===== src/rtl/dp_alu_pkg.sv =====
package dp_alu_pkg;

  typedef enum logic [3:0] {
    OP_AND = 4'b0000, OP_EOR = 4'b0001, OP_SUB = 4'b0010, OP_RSB = 4'b0011,
    OP_ADD = 4'b0100, OP_ADC = 4'b0101, OP_SBC = 4'b0110, OP_RSC = 4'b0111,
    OP_TST = 4'b1000, OP_TEQ = 4'b1001, OP_CMP = 4'b1010, OP_CMN = 4'b1011,
    OP_ORR = 4'b1100, OP_MOV = 4'b1101, OP_BIC = 4'b1110, OP_MVN = 4'b1111
  } aluOp_e;

  typedef enum logic [1:0] {
    CIN_ZERO  = 2'd0,
    CIN_ONE   = 2'd1,
    CIN_CFLAG = 2'd2
  } cinSel_e;

  typedef enum logic [1:0] {
    LOG_AND  = 2'd0,
    LOG_XOR  = 2'd1,
    LOG_OR   = 2'd2,
    LOG_PASS = 2'd3
  } logSel_e;

  // Strobes from control to datapath
  typedef struct packed {
    logic    useAdder;
    logic    invA;
    logic    invB;
    cinSel_e cinSel;
    logSel_e logSel;
    logic    invLogB;
    logic    writeRes;
    logic    updFlags;
  } aluCtrl_t;

endpackage


===== src/rtl/dp_alu_ctrl.sv =====
module dp_alu_ctrl
  import dp_alu_pkg::*;
(
  input  logic [3:0] opcode,
  input  logic       setFlags,
  output aluCtrl_t   ctrl
);

  aluOp_e op;
  assign op = aluOp_e'(opcode);

  always_comb begin
    ctrl          = '0;
    ctrl.cinSel   = CIN_ZERO;
    ctrl.logSel   = LOG_AND;
    ctrl.writeRes = 1'b1;
    ctrl.updFlags = setFlags;
    unique case (op)
      OP_ADD: ctrl.useAdder = 1'b1;
      OP_ADC: begin ctrl.useAdder = 1'b1; ctrl.cinSel = CIN_CFLAG; end
      OP_SUB: begin ctrl.useAdder = 1'b1; ctrl.invB = 1'b1; ctrl.cinSel = CIN_ONE; end
      OP_SBC: begin ctrl.useAdder = 1'b1; ctrl.invB = 1'b1; ctrl.cinSel = CIN_CFLAG; end
      OP_RSB: begin ctrl.useAdder = 1'b1; ctrl.invA = 1'b1; ctrl.cinSel = CIN_ONE; end
      OP_RSC: begin ctrl.useAdder = 1'b1; ctrl.invA = 1'b1; ctrl.cinSel = CIN_CFLAG; end
      OP_AND: ctrl.logSel = LOG_AND;
      OP_EOR: ctrl.logSel = LOG_XOR;
      OP_ORR: ctrl.logSel = LOG_OR;
      OP_BIC: begin ctrl.logSel = LOG_AND; ctrl.invLogB = 1'b1; end
      OP_MOV: ctrl.logSel = LOG_PASS;
      OP_MVN: begin ctrl.logSel = LOG_PASS; ctrl.invLogB = 1'b1; end
      OP_TST: begin ctrl.logSel = LOG_AND; ctrl.writeRes = 1'b0; ctrl.updFlags = 1'b1; end
      OP_TEQ: begin ctrl.logSel = LOG_XOR; ctrl.writeRes = 1'b0; ctrl.updFlags = 1'b1; end
      OP_CMP: begin
        ctrl.useAdder = 1'b1; ctrl.invB = 1'b1; ctrl.cinSel = CIN_ONE;
        ctrl.writeRes = 1'b0; ctrl.updFlags = 1'b1;
      end
      OP_CMN: begin
        ctrl.useAdder = 1'b1; ctrl.writeRes = 1'b0; ctrl.updFlags = 1'b1;
      end
      default: ctrl.writeRes = 1'b1;
    endcase
  end

endmodule


===== src/rtl/dp_alu_path.sv =====
module dp_alu_path
  import dp_alu_pkg::*;
#(
  parameter int WIDTH = 32
) (
  input  aluCtrl_t          ctrl,
  input  logic [WIDTH-1:0]  op1,
  input  logic [WIDTH-1:0]  op2,
  input  logic              shCarry,
  input  logic              cIn,
  input  logic              vIn,
  output logic [WIDTH-1:0]  value,
  output logic              nFlag,
  output logic              zFlag,
  output logic              cFlag,
  output logic              vFlag
);

  localparam int MSB = WIDTH - 1;

  logic [WIDTH-1:0] addA, addB, sum, logB, logVal;
  logic [WIDTH:0]   wideSum;
  logic             carryIn, addOvf;

  // Adder operand preparation
  assign addA = ctrl.invA ? ~op1 : op1;
  assign addB = ctrl.invB ? ~op2 : op2;

  always_comb begin
    unique case (ctrl.cinSel)
      CIN_ONE:   carryIn = 1'b1;
      CIN_CFLAG: carryIn = cIn;
      default:   carryIn = 1'b0;
    endcase
  end

  assign wideSum = {1'b0, addA} + {1'b0, addB} + {{WIDTH{1'b0}}, carryIn};
  assign sum     = wideSum[MSB:0];
  assign addOvf  = (addA[MSB] == addB[MSB]) && (sum[MSB] != addA[MSB]);

  // Bitwise unit
  assign logB = ctrl.invLogB ? ~op2 : op2;

  always_comb begin
    unique case (ctrl.logSel)
      LOG_XOR:  logVal = op1 ^ logB;
      LOG_OR:   logVal = op1 | logB;
      LOG_PASS: logVal = logB;
      default:  logVal = op1 & logB;
    endcase
  end

  assign value = ctrl.useAdder ? sum : logVal;
  assign nFlag = value[MSB];
  assign zFlag = (value == '0);
  assign cFlag = ctrl.useAdder ? wideSum[WIDTH] : shCarry;
  assign vFlag = ctrl.useAdder ? addOvf : vIn;

endmodule


===== src/rtl/dp_alu.sv =====
module dp_alu
  import dp_alu_pkg::*;
#(
  parameter int WIDTH   = 32,
  parameter bit REG_OUT = 1'b1
) (
  input  logic             clk,
  input  logic             rstN,
  input  logic [WIDTH-1:0] op1,
  input  logic [WIDTH-1:0] op2,
  input  logic             shCarry,
  input  logic             cIn,
  input  logic             vIn,
  input  logic [3:0]       opcode,
  input  logic             setFlags,
  output logic [WIDTH-1:0] result,
  output logic             resWrEn,
  output logic             nNext,
  output logic             zNext,
  output logic             cNext,
  output logic             vNext,
  output logic             flagWrEn
);

  localparam int OUTW = WIDTH + 6;

  aluCtrl_t         ctrl;
  logic [WIDTH-1:0] value;
  logic             nF, zF, cF, vF;
  logic [OUTW-1:0]  combOut, outBus;

  dp_alu_ctrl u_ctrl (
    .opcode  (opcode),
    .setFlags(setFlags),
    .ctrl    (ctrl)
  );

  dp_alu_path #(.WIDTH(WIDTH)) u_path (
    .ctrl   (ctrl),
    .op1    (op1),
    .op2    (op2),
    .shCarry(shCarry),
    .cIn    (cIn),
    .vIn    (vIn),
    .value  (value),
    .nFlag  (nF),
    .zFlag  (zF),
    .cFlag  (cF),
    .vFlag  (vF)
  );

  assign combOut = {value, ctrl.writeRes, nF, zF, cF, vF, ctrl.updFlags};

  generate
    if (REG_OUT) begin : g_reg
      logic [OUTW-1:0] outQ;
      always_ff @(posedge clk) begin
        if (!rstN) outQ <= '0;
        else       outQ <= combOut;
      end
      assign outBus = outQ;
    end else begin : g_comb
      assign outBus = combOut;
    end
  endgenerate

  assign {result, resWrEn, nNext, zNext, cNext, vNext, flagWrEn} = outBus;

endmodule


===== config.mk =====
export PLATFORM = sky130hd
export DESIGN_NAME = dp_alu
export DESIGN_NICKNAME = d
export VERILOG_FILES = /design/src/rtl/dp_alu_pkg.sv /design/src/rtl/dp_alu_ctrl.sv /design/src/rtl/dp_alu_path.sv /design/src/rtl/dp_alu.sv
export SDC_FILE = /design/constraint.sdc
export NUM_CORES = 1
export LEC_CHECK = 0
export BUFFER_PORTS_ARGS = -buffer_cell sky130_fd_sc_hd__buf_2
export CORE_MARGIN = 3
export CORE_UTILIZATION = 58
export CTS_CLUSTER_DIAMETER = 50
export DETAILED_ROUTE_END_ITERATION = 10
export MAX_ROUTING_LAYER = met4
export PLACE_DENSITY = 0.88
export REMOVE_ABC_BUFFERS = 1
export SYNTH_ARGS = -nofsm -noshare
export SYNTH_HDL_FRONTEND = slang
export SYNTH_SLANG_ARGS = --single-unit

===== constraint.sdc =====
create_clock -name clk -period 7.9 [get_ports clk]
set_clock_uncertainty 0.2 [all_clocks]
set_input_delay 1.185 -clock clk [delete_from_list [all_inputs] [get_ports clk]]
set_output_delay 1.185 -clock clk [all_outputs]
set_load 0.1 [all_outputs]

==> results of run 1 <==
-- cells in the final DEF (no fill, tap or decap), drive strengths merged, types with 3 or more instances in the layout --
cell,n
a21o,13
a221oi,17
xnor2,108
dfxtp,37
o211ai,6
a21oi,81
nand2,54
a31oi,9
nor4,4
xor2,28
o311a,4
o21ai,61
buf,118
clkbuf,6
nand2b,7
nor3,14
a211oi,15
nand3,6
and2,20
inv,78
nor2,69
nor2b,6
o31ai,3
nand4,6
nand3b,5
and3,3
ha,97
a22oi,7
or2,3
-- path summary, 6_finish.rpt --
check / startpoint / endpoint / slack, ns
worst max-delay path: opcode[0] / g_reg.outQ[3] / 1.86
worst min-delay path: setFlags / g_reg.outQ[0] / 0.90
-- power breakdown --
group	leakage (nW)	internal (W)	switching (W)
clock	0.0450	0.0000615	0.0000800
combinational	2.95	0.000252	0.000581
sequential	0.308	0.000215	0.00000581
total	3.31	0.000529	0.000667
-- worst max-delay path, delay by kind of cell --
kind | cells | cell delay, ns
and+or+nand+nor | 8 | 2.36
AOI/OAI and AO/OA | 4 | 0.90
adders and majority gates | 3 | 0.85
buffers and inverters | 2 | 0.66
xor gates and xnor gates | 1 | 0.10
-- layout make-up --
cell class	count	area, um2	area share [%]
multi-input combinational	681	4990	72.5
sequential	37	741	10.8
timing repair buffer	118	608	8.83
inverter	78	293	4.25
tap	136	170	2.47
clock buffer	6	72.6	1.05
clock inverter	2	10.0	0.145
-- cell families after synthesis --
logic type,count (synthesis),synth area share [%]
simple gates,206,16.4
buf+inv,121,7.85
flops,37,11.9
xor+xnor,136,19.3
compound gates,240,24.4
fa+ha+maj,99,20.2
-- through the flow --
step	setup WS, ns	hold slack [ns]	instance area (um2)
finish	1.86	0.895	6880
global route	1.64	0.923	6880
CTS	1.93	0.897	6880
detailed placement	1.61	1.23	6800
global placement	1.73	1.19	6800
floorplan	1.58	1.08	6020
-- routing by layer --
metal | up-vias | GRT usage [%]
met3 | 35 | 4.76
met2 | 360 | 48.9
li1 | 3064 | -
met5 | - | -
met1 | 2958 | 41.4
met4 | 0 | 6.50
==> results.toml, run 1 <==
[clock_network]
cts-root-buf = "clkbuf_8"
clock-sinks = 37
cts_max_path_buffers = 2
tritoncts.num_buffers = 5
ctsResizeCount = 0
clk_pin_slew_worst_paths_ns = 0.11
h-tree-depth = 2
cts-hold-fix-buffers = 0
cts_tree = "done"
post_cts_buffers = 0

[layout]
largest_reg_flops = 37
nets = 1094
antennaDiodeCount = 0
layout-drive-gt1-share_pct = 15.4
max_flop_register = "g_reg.outQ"
reg_top3 = "g_reg.outQ (37)"
area_growth_pct = 10.8
fin_util_pct = 66.4
final_cells = 1058
n_fill_cell = 951

[min_path]
min_path_cells = 3
hold_path_class = "primary input to flop"

[synthesis]
synth-main-ff-cell = "dfxtp_1"
synth_seq_cells = 37
synth-edff-count = 0
synthTopCellsByCount = "108 x xnor2_1, 97 x ha_1, 79 x a21oi_1"
synth.avg_cell_area_um2 = 7.40
synth_area_leaders = "ha_1 20%, xnor2_1 15%, dfxtp_1 12%"
yosysMostFrequentCell = "xnor2_1"
ys_types = 69
synth-async-reset-ratio_pct = 0
syn_area_um2 = 6210
synth_top_area_share_pct = 19.5
synth_seq_area_share_pct = 11.9
yosys.area.top_type = "ha_1"
netlist_instances = 839
yosysWarnings = 0

[global_routing]
grt_antenna_before_repair = 0
grt_pass1_wl_um = 28600
grt_max_degree = 45
grt_pass1_vias = 5805
grt.overflow.total = 0
grt_usage_pct = 30.8

[sta]
setup_viol = 0
relSlewSlack_pct = 32.2
max_clock_freq_mhz = 166
period_needed_ns = 6.04
slew_viol_final = 0
period_share_pct = 76.4
setup_tns_ns = 0
worst_slew_pin_slew_ns = 1.01
hold_viol_final = 0
rsz0062_at_grt = "false"

[routing]
drt_iter0_drc = 551
drtAntennaViolNets = 0
wl_met1_um = 7840
drcViolationCount = 0
dr.pass1.iters = 5
wl_met3_um = 1920
vias = 6417
detail_route.wl_per_cell_um = 17.2
via_per_inst = 6.07
routed_wl_um = 18200
dr_wl_met2_um = 8050
highest_layer = "met4"

[die]
core_um2 = 10400
dieArea_um2 = 12000
chipWidth_um = 109
rows = 37
start_util_pct = 59.9
die_height_um = 109
io_pins = 112

[placed_design]
globalplace.congestion = 0.994
dp.cells = 1050
hpwl_um = 13900
portBuffers = 111

[power_and_ir_drop]
p_leak_nw = 3.31
total_power_w = 0.00120
cellPowerDensity_nw_per_um2 = 174
vdd_ir_drop_max_uv = 108

[setup_path]
cpPeakStageDelay_ns = 0.58
critPathLaunchType = "primary input"
crit_path_max_fanout = 44
crit_path_end_kind = "flop"
critPathKind = "primary input to flop"
cpMaxStageDelayCell = "buf_2"
cp.arrival_ns = 6.07
cp.required_ns = 7.93
crit_path_cell_trace = "buf_2, nor2_1, nor2_1, ha_1, or2_2, fa_1, inv_1, fa_1, a21oi_1, o211ai_1, nand2_1, o31ai_1, xor2_1, o22a_1, or4_1, or4b_1, nand4b_1, nor4_2"

[flow_run]
cap_violations = 0

[status]
run_status = "finished clean"
(Power assumes the default switching activity.)
==> run 2: changes to the inputs <==
Settings changed: CORE_UTILIZATION 58 to 53, PLACE_DENSITY 0.88 to 0.84.
Clock period 7.9 ns to 5.2 ns, I/O delays scaled along.
==> run 2 against run 1 <==
  * Worst hold slack lost 0.35 ns
  * Sequential share of layout area fell by 0.52 points
  * Count of clock-buffer cells in the layout decreased by 1
  * Clock power rose to 2.8 times the previous value
  * Via count fell by 1.3%
  * Total power is 70% higher
  * Die area is 8.9% higher
  * Combinational power is 56% higher
  * Core utilization is 1.4 points lower
  * Cell area is 5.1% higher
  * Non-clock buffer count increased by 28
  * Highest routed layer unchanged
==> results.toml, run 2 (synthesized netlist as in run 1, its figures left out) <==
[layout]
largest_reg_flops = 37
antennaDiodeCount = 0
final_cells = 1090
nets = 1122
reg_top3 = "g_reg.outQ (37)"
multiInputGateArea_um2 = 5000
stdcell_area_um2 = 7230
area_growth_pct = 16.4
register_area_um2 = 741
layout-drive-gt1-share_pct = 18.3
final_cell_mix = "111 x buf_2, 108 x xnor2_1, 97 x ha_1"
mostFrequentLayoutCell = "buf_2"
max_flop_register = "g_reg.outQ"
n_fill_cell = 1055

[routing]
via_per_inst = 5.81
routed_wl_um = 17600
drcViolationCount = 0
dr.pass1.iters = 5
detail_route.wl_per_cell_um = 16.1
vias = 6333
drt_iter0_drc = 526
drtAntennaViolNets = 0

[power_and_ir_drop]
p_int_w = 0.00102
switching_share_pct = 49.8
cellPowerDensity_nw_per_um2 = 281
p_comb_share_pct = 64.0
p_switching_w = 0.00101
clkPwrFrac_pct = 19.4
p_leak_nw = 3.49
vdd_ir_drop_max_uv = 447
seqPwrFrac_pct = 16.6

[die]
core_um2 = 11100
chipWidth_um = 114
die_height_um = 114
io_pins = 112
dieArea_um2 = 13100
start_util_pct = 55.8
rows = 38

[setup_path]
cpPeakStageDelay_ns = 0.53
crit_buf_inv = 2
cp.required_ns = 5.19
critPathLaunchType = "primary input"
crit_path_max_fanout = 2
critPathKind = "primary input to flop"
cpMaxStageDelayCell = "or4b_1"
cp_top_family = "simple AND/OR/NAND/NOR gates"
crit_path_end_kind = "flop"
crit_path_cell_trace = "buf_2, nand2b_1, a21o_1, ha_1, or2_2, fa_2, inv_1, fa_2, a21oi_1, o211ai_1, nand2_1, o31ai_2, xor2_1, o22a_1, or4_1, or4b_1, nand4b_1, nor4_2"
cp.arrival_ns = 4.94
cpMostUsedCell = "fa_2"

[clock_network]
cts-root-buf = "clkbuf_16"
cts_tree = "done"
clk_pin_slew_worst_paths_ns = 0.06
cts-hold-fix-buffers = 0
clock-sinks = 37
post_cts_buffers = 0
cts_max_path_buffers = 2
h-tree-depth = 2
tritoncts.num_buffers = 5

[sta]
fin_ws_ns = 0.250
slew_viol_final = 0
setup_viol = 0
worst_slew_pin_slew_ns = 1.05
timing.hold.ws_ns = 0.541
rsz0062_at_grt = "false"
hold_viol_final = 0
relSlewSlack_pct = 29.5
period_share_pct = 95.2
max_clock_freq_mhz = 202
period_needed_ns = 4.95
setup_tns_ns = 0

[global_routing]
grt.overflow.total = 0
grt_pass1_vias = 5772
grt_usage_pct = 27.7
grt_pass1_wl_um = 28800
grt_antenna_before_repair = 0
grt_max_degree = 35

[placed_design]
dp.cells = 1082
hpwl_um = 14200
preCtsSetupSlack_ns = -0.147
globalplace.congestion = 1.02
place_area_um2 = 7030
portBuffers = 111

[status]
run_status = "finished clean"

[flow_run]
cap_violations = 0

[min_path]
hold_path_class = "primary input to flop"
[run 2: stage by stage]
step,utilization [%],total power (W)
after floorplan,-,0.00130
after global placement,63.2,0.00161
after detailed placement,63.2,0.00162
after CTS,64.9,0.00203
after global routing,65.0,0.00217
final,65.0,0.00203
[run 2: per-layer routing]
layer	global-route usage, %	part of all wire (%)
met2	40.7	43
met1	39.8	47
met5	-	0
met3	4.23	8.8
met4	6.57	1.6
[run 2: what timing repair did]
action                                  CTS  global route
hold endpoints to repair                  0             0
gates resized for setup                   0             3
endpoints found under the setup margin    0             1
[run 2: final timing paths]
kind                       endpoint  depth (start not counted)      start  slack, ns
worst min-delay path  g_reg.outQ[1]                          3        vIn       0.54
worst max-delay path  g_reg.outQ[3]                         18  opcode[2]       0.25
[run 2: power by group through the flow]
stage | Sequential [W] | Combinational (W) | Clock [W]
global placement | 0.000343 | 0.00127 | 0
CTS | 0.000338 | 0.00129 | 0.000401
finish | 0.000338 | 0.00130 | 0.000394
detailed placement | 0.000344 | 0.00128 | 0
floorplan | 0.000676 | 0.000628 | 0
global route | 0.000342 | 0.00141 | 0.000411
[run 2: area by class of cell]
type	instances	share of cell area, %
Multi-Input combinational cell	681	69.1
Timing Repair Buffer	146	11.5
Clock inverter	3	0.951
Inverter	78	4.05
Sequential cell	37	10.2
Clock buffer	5	1.73
Tap cell	140	2.42
==> run 3: changes to the inputs <==
Settings changed: CORE_UTILIZATION 53 to 58, PLACE_DENSITY 0.84 to 0.88.
Clock period 5.2 ns to 5.1 ns, I/O delays scaled along.
==> run 3 against run 2 <==
  * Critical endpoint unchanged
  * Cell area up 0.29%
  * Worst hold slack lost 0.073 ns
  * Largest cell class unchanged
  * Clock power decreased by 28%
  * Wire length increased by 8.2%
  * Total power decreased by 2.4%
  * Cell count is 1.0% higher
  * Critical path type unchanged
  * Die area down 8.2%
==> results.toml, run 3 (synthesized netlist as in run 1, its figures left out) <==
[routing]
via_per_inst = 5.94
drt_iter0_drc = 582
drtAntennaViolNets = 0
routed_wl_um = 19000
detail_route.wl_per_cell_um = 17.3
drcViolationCount = 0
vias = 6545
dr.pass1.iters = 5

[global_routing]
grt_antenna_before_repair = 1
grt.overflow.total = 0
grt_pass1_wl_um = 29800
grt_pass1_vias = 5991
grt_usage_pct = 31.9
grt_max_degree = 34

[layout]
mostFrequentLayoutCell = "buf_2"
layout-drive-gt1-share_pct = 19.6
area_growth_pct = 16.8
n_fill_cell = 903
reg_top3 = "g_reg.outQ (37)"
max_flop_register = "g_reg.outQ"
nets = 1136
stdcell_area_um2 = 7250
largest_reg_flops = 37
final_cell_mix = "111 x buf_2, 108 x xnor2_1, 97 x ha_1"

[sta]
worst_slew_pin_slew_ns = 1.07
setup_viol = 0
hold_viol_final = 0
period_needed_ns = 4.82
max_clock_freq_mhz = 207
period_share_pct = 94.6
rsz0062_at_grt = "false"
slew_viol_final = 0
relSlewSlack_pct = 28.5

[placed_design]
portBuffers = 111
hpwl_um = 15000
place_area_um2 = 7110
globalplace.congestion = 0.991

[die]
rows = 37
io_pins = 112
chipWidth_um = 109
core_um2 = 10400
dieArea_um2 = 12000
die_height_um = 109
start_util_pct = 59.9

[setup_path]
critPathKind = "primary input to flop"
cp.required_ns = 5.12
critPathLaunch = "opcode[0]"
crit_path_end_kind = "flop"
critPathLaunchType = "primary input"
cp.arrival_ns = 4.84
crit_path_max_fanout = 33

[power_and_ir_drop]
vdd_ir_drop_max_uv = 187
p_leak_nw = 3.52
cellPowerDensity_nw_per_um2 = 273
total_power_w = 0.00198

[min_path]
hold_path_class = "primary input to flop"
hp-start = "setFlags"

[clock_network]
cts-root-buf = "clkbuf_8"
clk_pin_slew_worst_paths_ns = 0.10
h-tree-depth = 2
cts_tree = "done"
cts_max_path_buffers = 2
clock-sinks = 37
tritoncts.num_buffers = 5

[status]
run_status = "finished clean"

[flow_run]
cap_violations = 0
-- run 3: through the flow --
step	TNS (ns)	worst slack [ns]	std cells	utilization (%)	hold WS, ns
after detailed placement	-0.193	-0.193	1091	68.6	0.791
final	0	0.278	1101	70.0	0.467
after floorplan	-0.798	-0.798	796	-	0.661
after global placement	-0.0982	-0.0982	1091	68.6	0.783
after CTS	0	0.110	1099	69.7	0.472
after global routing	0	0.0890	1101	70.0	0.483
-- run 3: path summary, 6_finish.rpt --
path,to,depth (start not counted)
worst min-delay path,g_reg.outQ[0],3
worst max-delay path,g_reg.outQ[3],17
-- run 3: power breakdown --
part | internal [W] | switching, W
clock | 0.000159 | 0.000125
sequential | 0.000333 | 0.00000887
combinational | 0.000438 | 0.000919
total | 0.000931 | 0.00105
-- run 3: per-layer routing --
layer	track usage [%]	part of all wire (%)	vias up	routed length, um
li1	-	-	3152	-
met1	45.0	45	3025	8630
met2	48.4	44	337	8300
met3	3.64	9.3	31	1770
met4	8.46	1.8	0	335
met5	-	0	-	0
-- run 3: area by class of cell --
cell class                      instances  area, um2  area share [%]
Clock inverter                          2       37.5           0.517
Tap cell                              136        170            2.35
Inverter                               78        293            4.04
Antenna cell                            1       2.50          0.0345
Sequential cell                        37        741            10.2
Timing Repair Buffer                  160        923            12.7
Multi-Input combinational cell        681       5000            69.0
Clock buffer                            6       82.6            1.14
-- run 3: what timing repair did --
| action | CTS | global route |
|---|---|---|
| gates resized for setup | 0 | 5 |
| endpoints found under the setup margin | 0 | 1 |
| hold buffers | 0 | 0 |
| endpoints found under the hold margin | 0 | 0 |
| buffers inserted | 0 | 1 |
-- run 3: critical path: stages --
cell and delay (ns):
buf_2 0.11, buf_4 0.32, nand3b_1 0.20, buf_4 0.28
buf_4 0.25, buf_4 0.28, xnor2_1 0.13, ha_1 0.42
and3_1 0.21, or4_1 0.47, o21ai_0 0.13, a21oi_1 0.14
a221oi_1 0.34, xnor2_1 0.12, a21oi_1 0.25, nand3b_1 0.14
nor4_2 0.27
